`src/rtl/i2c_irq_pkg.sv`:
```
package i2c_irq_pkg;
  localparam int REG_W   = 16;
  localparam int FREQ_W  = 6;
  localparam int NUM_ERR = 3;

  // control register bit positions
  localparam int CB_ERR_EN = 8;
  localparam int CB_EVT_EN = 9;
  localparam int CB_BUF_EN = 10;

  // status register bit positions
  localparam int SB_START = 0;
  localparam int SB_ADDR  = 1;
  localparam int SB_BTF   = 2;
  localparam int SB_RXNE  = 6;
  localparam int SB_TXE   = 7;
  localparam int SB_BERR  = 8;   // error flags occupy SB_BERR .. SB_BERR+NUM_ERR-1
  localparam int SB_ARLO  = 9;
  localparam int SB_AF    = 10;

  typedef struct packed {
    logic buf_en;
    logic evt_en;
    logic err_en;
  } irq_en_t;

  typedef struct packed {
    logic txe;
    logic rxne;
    logic btf;
    logic addr;
    logic start;
  } evt_flags_t;

  function automatic logic [REG_W-1:0] ctrl_mask_f();
    logic [REG_W-1:0] m;
    m = '0;
    m[FREQ_W-1:0] = '1;
    m[CB_ERR_EN]  = 1'b1;
    m[CB_EVT_EN]  = 1'b1;
    m[CB_BUF_EN]  = 1'b1;
    return m;
  endfunction

  function automatic logic evt_irq_f(irq_en_t en, evt_flags_t f);
    logic phase_ev;
    logic buf_ev;
    phase_ev = f.start | f.addr | f.btf;
    buf_ev   = en.buf_en & (f.txe | f.rxne);
    return en.evt_en & (phase_ev | buf_ev);
  endfunction

  function automatic logic err_irq_f(irq_en_t en, logic [NUM_ERR-1:0] e);
    return en.err_en & (|e);
  endfunction
endpackage

```
`src/rtl/i2c_ctrl_reg.sv`:
```
module i2c_ctrl_reg
  import i2c_irq_pkg::*;
(
  input  logic             clk,
  input  logic             rst_n,
  input  logic             wr_ctrl,
  input  logic [REG_W-1:0] wdata,
  output logic [REG_W-1:0] ctrl_q,
  output irq_en_t          en,
  output logic [FREQ_W-1:0] freq
);
  localparam logic [REG_W-1:0] MASK = ctrl_mask_f();

  always_ff @(posedge clk) begin
    if (!rst_n)       ctrl_q <= '0;
    else if (wr_ctrl) ctrl_q <= wdata & MASK;
  end

  assign en.err_en = ctrl_q[CB_ERR_EN];
  assign en.evt_en = ctrl_q[CB_EVT_EN];
  assign en.buf_en = ctrl_q[CB_BUF_EN];
  assign freq      = ctrl_q[FREQ_W-1:0];


  ctrl_hold_chk: assert property (@(posedge clk) disable iff (!rst_n)
    !wr_ctrl |=> $stable(ctrl_q));
endmodule

```
`src/rtl/i2c_err_flags.sv`:
```
module i2c_err_flags
  import i2c_irq_pkg::*;
#(
  parameter int N = NUM_ERR
) (
  input  logic         clk,
  input  logic         rst_n,
  input  logic [N-1:0] set_pulse,
  input  logic         clr_wr,
  input  logic [N-1:0] clr_data,
  output logic [N-1:0] flags
);
  logic [N-1:0] clr_hit;

  for (genvar i = 0; i < N; i++) begin : g_flag
    assign clr_hit[i] = clr_wr & ~clr_data[i];

    always_ff @(posedge clk) begin
      if (!rst_n)            flags[i] <= 1'b0;
      else if (set_pulse[i]) flags[i] <= 1'b1;   // set wins over clear
      else if (clr_hit[i])   flags[i] <= 1'b0;
    end


    err_set_chk: assert property (@(posedge clk) disable iff (!rst_n)
      set_pulse[i] |=> flags[i]);

    err_keep_chk: assert property (@(posedge clk) disable iff (!rst_n)
      (clr_wr && clr_data[i] && !set_pulse[i]) |=> $stable(flags[i]));

    err_clr_chk: assert property (@(posedge clk) disable iff (!rst_n)
      (clr_hit[i] && !set_pulse[i]) |=> !flags[i]);
  end
endmodule

```
`src/rtl/i2c_irq_combine.sv`:
```
module i2c_irq_combine
  import i2c_irq_pkg::*;
(
  input  logic               clk,
  input  logic               rst_n,
  input  irq_en_t            en,
  input  evt_flags_t         evt,
  input  logic [NUM_ERR-1:0] err,
  output logic               irq_evt,
  output logic               irq_err
);
  logic phase_any;
  assign phase_any = evt.start | evt.addr | evt.btf;

  assign irq_evt = evt_irq_f(en, evt);
  assign irq_err = err_irq_f(en, err);


  evt_gate_chk: assert property (@(posedge clk) disable iff (!rst_n)
    irq_evt |-> en.evt_en);

  buf_gate_chk: assert property (@(posedge clk) disable iff (!rst_n)
    (irq_evt && !phase_any) |-> en.buf_en);

  err_src_chk: assert property (@(posedge clk) disable iff (!rst_n)
    irq_err |-> (en.err_en && err != '0));
endmodule

```
`src/rtl/i2c_irq_flags.sv`:
```
module i2c_irq_flags
  import i2c_irq_pkg::*;
(
  input  logic             clk,
  input  logic             rst_n,
  input  logic             ev_start,
  input  logic             ev_addr,
  input  logic             ev_btf,
  input  logic             ev_txe,
  input  logic             ev_rxne,
  input  logic             set_berr,
  input  logic             set_arlo,
  input  logic             set_af,
  input  logic             wr_en,
  input  logic             reg_sel,
  input  logic [REG_W-1:0] wr_data,
  output logic [REG_W-1:0] ctrl_q,
  output logic [REG_W-1:0] stat_q,
  output logic             irq_evt,
  output logic             irq_err
);
  logic               wr_ctrl, wr_stat;
  irq_en_t            en;
  logic [FREQ_W-1:0]  freq;
  evt_flags_t         evt_d, evt_q;
  logic [NUM_ERR-1:0] err_set, err_q;

  assign wr_ctrl = wr_en & ~reg_sel;
  assign wr_stat = wr_en &  reg_sel;

  assign evt_d   = '{txe: ev_txe, rxne: ev_rxne, btf: ev_btf, addr: ev_addr, start: ev_start};
  assign err_set = {set_af, set_arlo, set_berr};

  always_ff @(posedge clk) begin
    if (!rst_n) evt_q <= '0;
    else        evt_q <= evt_d;
  end

  i2c_ctrl_reg u_ctrl (
    .clk(clk), .rst_n(rst_n), .wr_ctrl(wr_ctrl), .wdata(wr_data),
    .ctrl_q(ctrl_q), .en(en), .freq(freq)
  );

  i2c_err_flags #(.N(NUM_ERR)) u_err (
    .clk(clk), .rst_n(rst_n), .set_pulse(err_set), .clr_wr(wr_stat),
    .clr_data(wr_data[SB_BERR +: NUM_ERR]), .flags(err_q)
  );

  i2c_irq_combine u_comb (
    .clk(clk), .rst_n(rst_n), .en(en), .evt(evt_q), .err(err_q),
    .irq_evt(irq_evt), .irq_err(irq_err)
  );

  always_comb begin
    stat_q = '0;
    stat_q[SB_START] = evt_q.start;
    stat_q[SB_ADDR]  = evt_q.addr;
    stat_q[SB_BTF]   = evt_q.btf;
    stat_q[SB_RXNE]  = evt_q.rxne;
    stat_q[SB_TXE]   = evt_q.txe;
    stat_q[SB_BERR +: NUM_ERR] = err_q;
  end


  stat_ro_chk: assert property (@(posedge clk) disable iff (!rst_n)
    (wr_stat && $stable(evt_d)) |=> $stable(stat_q[SB_TXE:SB_START]));

  freq_reset_chk: assert property (@(posedge clk)
    !rst_n |=> (freq == '0 && !irq_evt && !irq_err));
endmodule

```
`config.mk`:
```
export PLATFORM = sky130hd
export DESIGN_NAME = i2c_irq_flags
export DESIGN_NICKNAME = d
export VERILOG_FILES = /design/src/rtl/i2c_irq_pkg.sv /design/src/rtl/i2c_ctrl_reg.sv /design/src/rtl/i2c_err_flags.sv /design/src/rtl/i2c_irq_combine.sv /design/src/rtl/i2c_irq_flags.sv
export SDC_FILE = /design/constraint.sdc
export NUM_CORES = 1
export LEC_CHECK = 0
export BUFFER_PORTS_ARGS = -buffer_cell sky130_fd_sc_hd__buf_2
export CORE_MARGIN = 5
export CORE_UTILIZATION = 39
export CTS_CLUSTER_DIAMETER = 50
export DETAILED_ROUTE_END_ITERATION = 6
export PLACE_DENSITY = 0.86
export SLEW_MARGIN = 20
export SYNTH_ARGS = -nofsm -noshare
export SYNTH_HDL_FRONTEND = slang
export SYNTH_SLANG_ARGS = --single-unit
```
`constraint.sdc`:
```
create_clock -name clk -period 1.3 [get_ports clk]
set_input_delay 0.195 -clock clk [delete_from_list [all_inputs] [get_ports clk]]
set_output_delay 0.195 -clock clk [all_outputs]
set_load 0.03 [all_outputs]
```
==> results of run 1 <==
## per-layer routing
layer,vias to the layer above,wire length (um),global-route usage [%]
met5,-,0,0
met4,0,0,1.28
met3,0,209,3.38
met2,37,774,20.9
met1,292,610,12.1
li1,321,-,-
## path summary, 6_finish.rpt
check                   start                to  slack, ns  depth (start not counted)
max                 stat_q[1]           irq_evt       0.03                          3
min                    ev_txe         stat_q[7]       0.12                          2
max reg2reg    u_err.flags[2]    u_err.flags[2]       0.64                          2
min reg2reg  u_ctrl.ctrl_q[1]  u_ctrl.ctrl_q[1]       0.45                          2
## flip-flops by register name (all words and copies together), names as in the netlist
name / cells
stat_q: 5
u_ctrl.ctrl_q: 9
u_err.flags: 3
## cell type report
type / count / area [um^2]
repair buffers: 40 / 211
well taps: 25 / 31.3
flip-flops and latches: 17 / 343
clock buffers: 4 / 26.3
multi-input cells: 63 / 315
fillers: 179 / 818
## worst register-to-register path, delay by kind of cell, from the launching register on
kind / cells / cell delay, ns
flops: 1 / 0.34
simple gates: 1 / 0.05
compound gates: 1 / 0.17
## power by group through the flow
stage                     clock network, mW  registers, mW  logic, mW
final                                 0.268          0.566      0.240
after global placement                    0          0.574      0.233
after CTS                             0.279          0.566      0.239
after global routing                  0.304          0.571      0.257
after detailed placement                  0          0.577      0.238
after floorplan                           0          0.631      0.144
## Yosys cell counts
cell type and instances:
nor3_1 4, nor2b_1 1, nand2b_1 1, o21ai_0 4, nand2_1 19, nor2_1 3
buf_2 2, a21boi_1 9, a21boi_0 1, dfxtp_1 17, buf_4 16, conb_1 1
and2_1 5, o31a_1 1
## cell families (layout without fill, tap and decap cells)
kind of cell           Yosys count  after routing  share of synthesized area, %
DFF                             17             17                          47.0
AOI/OAI and AO/OA               15             15                          14.3
other                            1             15                         0.518
buffers and inverters           18             44                          18.0
and+or+nand+nor                 33             33                          20.2
## through the flow
step | total power [mW] | utilization, % | hold slack, ns
after floorplan | 0.775 | - | 0.322
after global placement | 0.808 | 50.7 | 0.404
after detailed placement | 0.814 | 50.7 | 0.405
after CTS | 1.08 | 52.6 | 0.113
after global routing | 1.13 | 53.1 | 0.110
final | 1.07 | 53.1 | 0.117
==> reports/metrics.csv, run 1 <==
metric,value,unit
number of nets in the layout,153,
Residual DRC,0,
pwr dens,1160,mW/mm^2
synth top area cells,"dfxtp_1, buf_4, nand2_1",
number of inserted diodes,0,
Switching Power,0.336,mW
Sink Count,17,
first-pass GRT wire length,2300,um
register share of total power,52.7,%
"most common cell after layout, fill and taps aside",buf_2,
Yosys cell types,14,
Place WS,0.274,ns
row cnt,15,
GP Congestion,0.649,
Critical Path AT,1.07,ns
cells along the critical path,"nor3_2, a21boi_2, buf_4",
TritonCTS Buffers,3,
antenna violations before repair,0,
Max VDD drop,0.505,mV
startpoint types,flip-flop,
die area,0.00282,mm^2
Post-Synthesis Cells,84,
H-Tree Depth,1,
WS Path Type,reg2out,
fmax,790,MHz
initial drt markers,8,
hold_buf cts,0,
Hold Fails Final Rpt,0,
total leakage power,0.470,nW
final setup fails,0,
Clock Latency Late Sink,0.27,ns
total vias in the final route,650,
Port Buffers,39,
total negative slack,0,ns
largest net degree at the start of global routing,18,
Max clock buf depth,2,
TritonCTS clock tree,yes,
average cell area after synthesis,8.62,um^2
CP max stage cell,dfxtp_1,
Final ANT Viol Nets,0,
final non-filler cell total,149,
Resized cells post-CTS,2,
switch share,31.3,%
Max Clock Skew,0,ns
area share of the largest cell type after synthesis,47.0,%
via/cell ratio,4.36,
Hold Crit Class,in2reg,
result of the run,"finished, final reports clean",
root buffer cell,clkbuf_4,
Critical Path Sink Type,output pin,
crit-path max cell delay,0.33,ns
total track usage,11.0,%
Die Wd,53.1,um
"flops & latches, synth",17,
number of iterations in the first detailed-routing pass,4,
Logic pwr share,22.3,%
leading area contributor after synthesis,dfxtp_1,
Internal Pwr Total,0.737,mW
Post CTS Setup Buffer Count,0,
share of layout cells above drive strength 1,37.9,%
crit path time final,1.27,ns
clk slew on worst S/H paths,0.10,ns
crit-path leading delay family,flip-flops,
critical path required time,1.11,ns
"commonest non-fill, non-tap cells in the layout","buf_2, nand2_1, conb_1, dfxtp_1, a21boi_1",
Starting Density,41.5,%
total grt overflow,0,
final setup margin,0.0347,ns
die height,53.1,um
hpwl dp,1320,um
clock share of power,24.9,%
area delta synth->final,28.0,%
WP buf/inv,1,
post-route cell area,927,um^2
core area,0.00175,mm^2
io pins,62,
number of max-cap violations,0,
number of global-route vias before repair,571,
Critical Path Fanout Max,2,
final period utilization,97.3,%
"Slew Viols, Final",0,
"Cell Area, Synth",724,um^2
sequential-to-total area share from yosys stat,47.0,%
Cells after DPL,145,
Wirelength per Cell,10.7,um
drt total wl,1590,um
placed cell area,885,um^2
YS warnings,0,
(Power assumes the default switching activity.)
==> run 2, diff against run 1 <==
Settings changed: CORE_MARGIN 5 to 3, GPL_ROUTABILITY_DRIVEN set to 0.
==> run 2 against run 1 <==
Compared with the run above: sequential power is essentially flat; clock skew stayed put; design area up 0.54%; via count fell by 3.4%; critical path type unchanged; largest power group unchanged.
==> reports/metrics.csv, run 2 (same netlist as run 1, synthesis figures left out) <==
metric,value,unit,change
io pins,62,,unchanged
drt total wl,1490,um,-6.6%
startpoint types,flip-flop,,
number of nets in the layout,153,,unchanged
CP max stage cell,dfxtp_2,,
result of the run,"finished, final reports clean",,
"most common cell after layout, fill and taps aside",buf_2,,
FF-to-FF path depth,2,,unchanged
die area,0.00241,mm^2,-14%
critical path required time,1.11,ns,about the same
Biggest register,u_ctrl.ctrl_q,,
Hold Crit Class,in2reg,,
post-route cell area,932,um^2,+0.54%
WP buf/inv,1,,unchanged
total vias in the final route,628,,-3.4%
reg2reg end,u_err.flags[1],,
row cnt,14,,-1
pwr dens,1150,mW/mm^2,-1.0%
antenna violations before repair,0,,unchanged
worst hold margin,0.118,ns,+0.00158 ns
crit-path leading delay family,flip-flops,,
number of max-cap violations,0,,unchanged
total leakage power,0.471,nW,+0.27%
Residual DRC,0,,unchanged
Clock Latency Late Sink,0.27,ns,about the same
Starting Density,44.5,%,+3.0 points
"Slew Viols, Final",0,,unchanged
Hold Fails Final Rpt,0,,unchanged
Critical Path AT,1.06,ns,about the same
crit-path max cell delay,0.33,ns,about the same
number of inserted diodes,0,,unchanged
final setup fails,0,,unchanged
Port Buffers,39,,unchanged
core area,0.00163,mm^2,-6.7%
initial drt markers,2,,-6
r2r startpoint,u_err.flags[1],,
first-pass GRT wire length,2350,um,+2.4%
die height,49.1,um,-7.5%
final period utilization,96.5,%,-0.88 points
Cells after DPL,144,,-0.69%
Place WS,0.305,ns,+0.0317 ns
via/cell ratio,4.24,,-2.7%
total track usage,12.8,%,+1.8 points
Final ANT Viol Nets,0,,unchanged
Hold Path Cell Cnt,2,,unchanged
share of layout cells above drive strength 1,37.9,%,unchanged
Worst Min Path Start,ev_rxne,,
crit path time final,1.25,ns,-0.0114 ns
Max VDD drop,0.748,mV,+48%
largest net degree at the start of global routing,18,,unchanged
number of global-route vias before repair,561,,-1.8%
total grt overflow,0,,unchanged
number of iterations in the first detailed-routing pass,2,,-2
Die Wd,49.1,um,-7.5%
"commonest non-fill, non-tap cells in the layout","buf_2, nand2_1, conb_1, dfxtp_1, a21boi_1",,
Critical Path Sink Type,output pin,,
Critical Path Fanout Max,3,,+1
placed cell area,883,um^2,-0.14%
final non-filler cell total,148,,-0.67%
"Endpoint, Worst Hold",stat_q[6],,
R2R Setup Slk,0.64,ns,about the same
hpwl dp,1180,um,-11%
fmax,798,MHz,+0.91%
H-Tree Depth,1,,unchanged
Max Clock Skew,0,ns,unchanged
PnR Total Power,1.07,mW,-0.46%
root buffer cell,clkbuf_4,,
area delta synth->final,28.7,%,
final setup margin,0.0461,ns,+0.0114 ns
Wirelength per Cell,10.1,um,-6.0%
Sink Count,17,,unchanged
TritonCTS clock tree,yes,,
Max clock buf depth,2,,unchanged
cells along the critical path,"o31a_1, buf_6",,
max reg flops,9,,unchanged
clk slew on worst S/H paths,0.09,ns,about the same
WS Path Type,reg2out,,
TritonCTS Buffers,3,,unchanged
hold_buf cts,0,,unchanged
## run 2: cell count changes in the layout (fill, tap and decap cells not counted)
cell,change
nor3_2,-1
nor3_4,+1
## run 2: metal layers
layer  share of wire [%]  routed length, um  up-vias  GRT usage, %
li1                    -                  -      325             -
met1                  34                501      265          11.4
met2                  54                798       36          23.9
met3                  12                180        2          7.03
met4                0.54                  8        0          4.27
met5                   0                  0        -             0
## run 2: cell type report
class / instances / area [um^2]
clock buffers: 4 / 26.3
fillers: 176 / 697
multi-input cells: 63 / 322
flip-flops and latches: 17 / 343
well taps: 24 / 30.0
repair buffers: 40 / 211
## run 2: repair_timing
action / CTS / global route
setup endpoints to repair: 1 / 2
gates resized for setup: 1 / 9
buffers inserted: 0 / 0
pin swaps: 0 / 1
## run 2: worst register-to-register path: stages (launching register included)
cell and delay (ns):
dfxtp_1 0.34, o21ai_0 0.17, nor2_1 0.05
## run 2: worst max-delay path by stage
stage	startpoint	endpoint	slack, ns	depth (start not counted)
final	u_err.flags[0]	irq_err	0.05	2
after global routing	u_err.flags[1]	irq_err	-0.005	2
after CTS	u_ctrl.ctrl_q[10]	irq_evt	0.02	3
after detailed placement	stat_q[1]	irq_evt	0.31	3
after global placement	stat_q[1]	irq_evt	0.32	3
after floorplan	u_ctrl.ctrl_q[10]	irq_evt	0.09	2
## run 2: report_power, final
part	total [mW]	internal, mW	switching [mW]
clock network	0.261	0.119	0.142
logic	0.239	0.0705	0.169
registers	0.569	0.550	0.0189
total	1.07	0.739	0.330
## run 2: through the flow
step	util, %	TNS, ns
4_1_cts	56.1	0
2_1_floorplan	-	0
3_3_place_gp	54.2	0
3_5_place_dp	54.2	0
5_1_grt	57.2	-0.00487
6_report	57.2	0
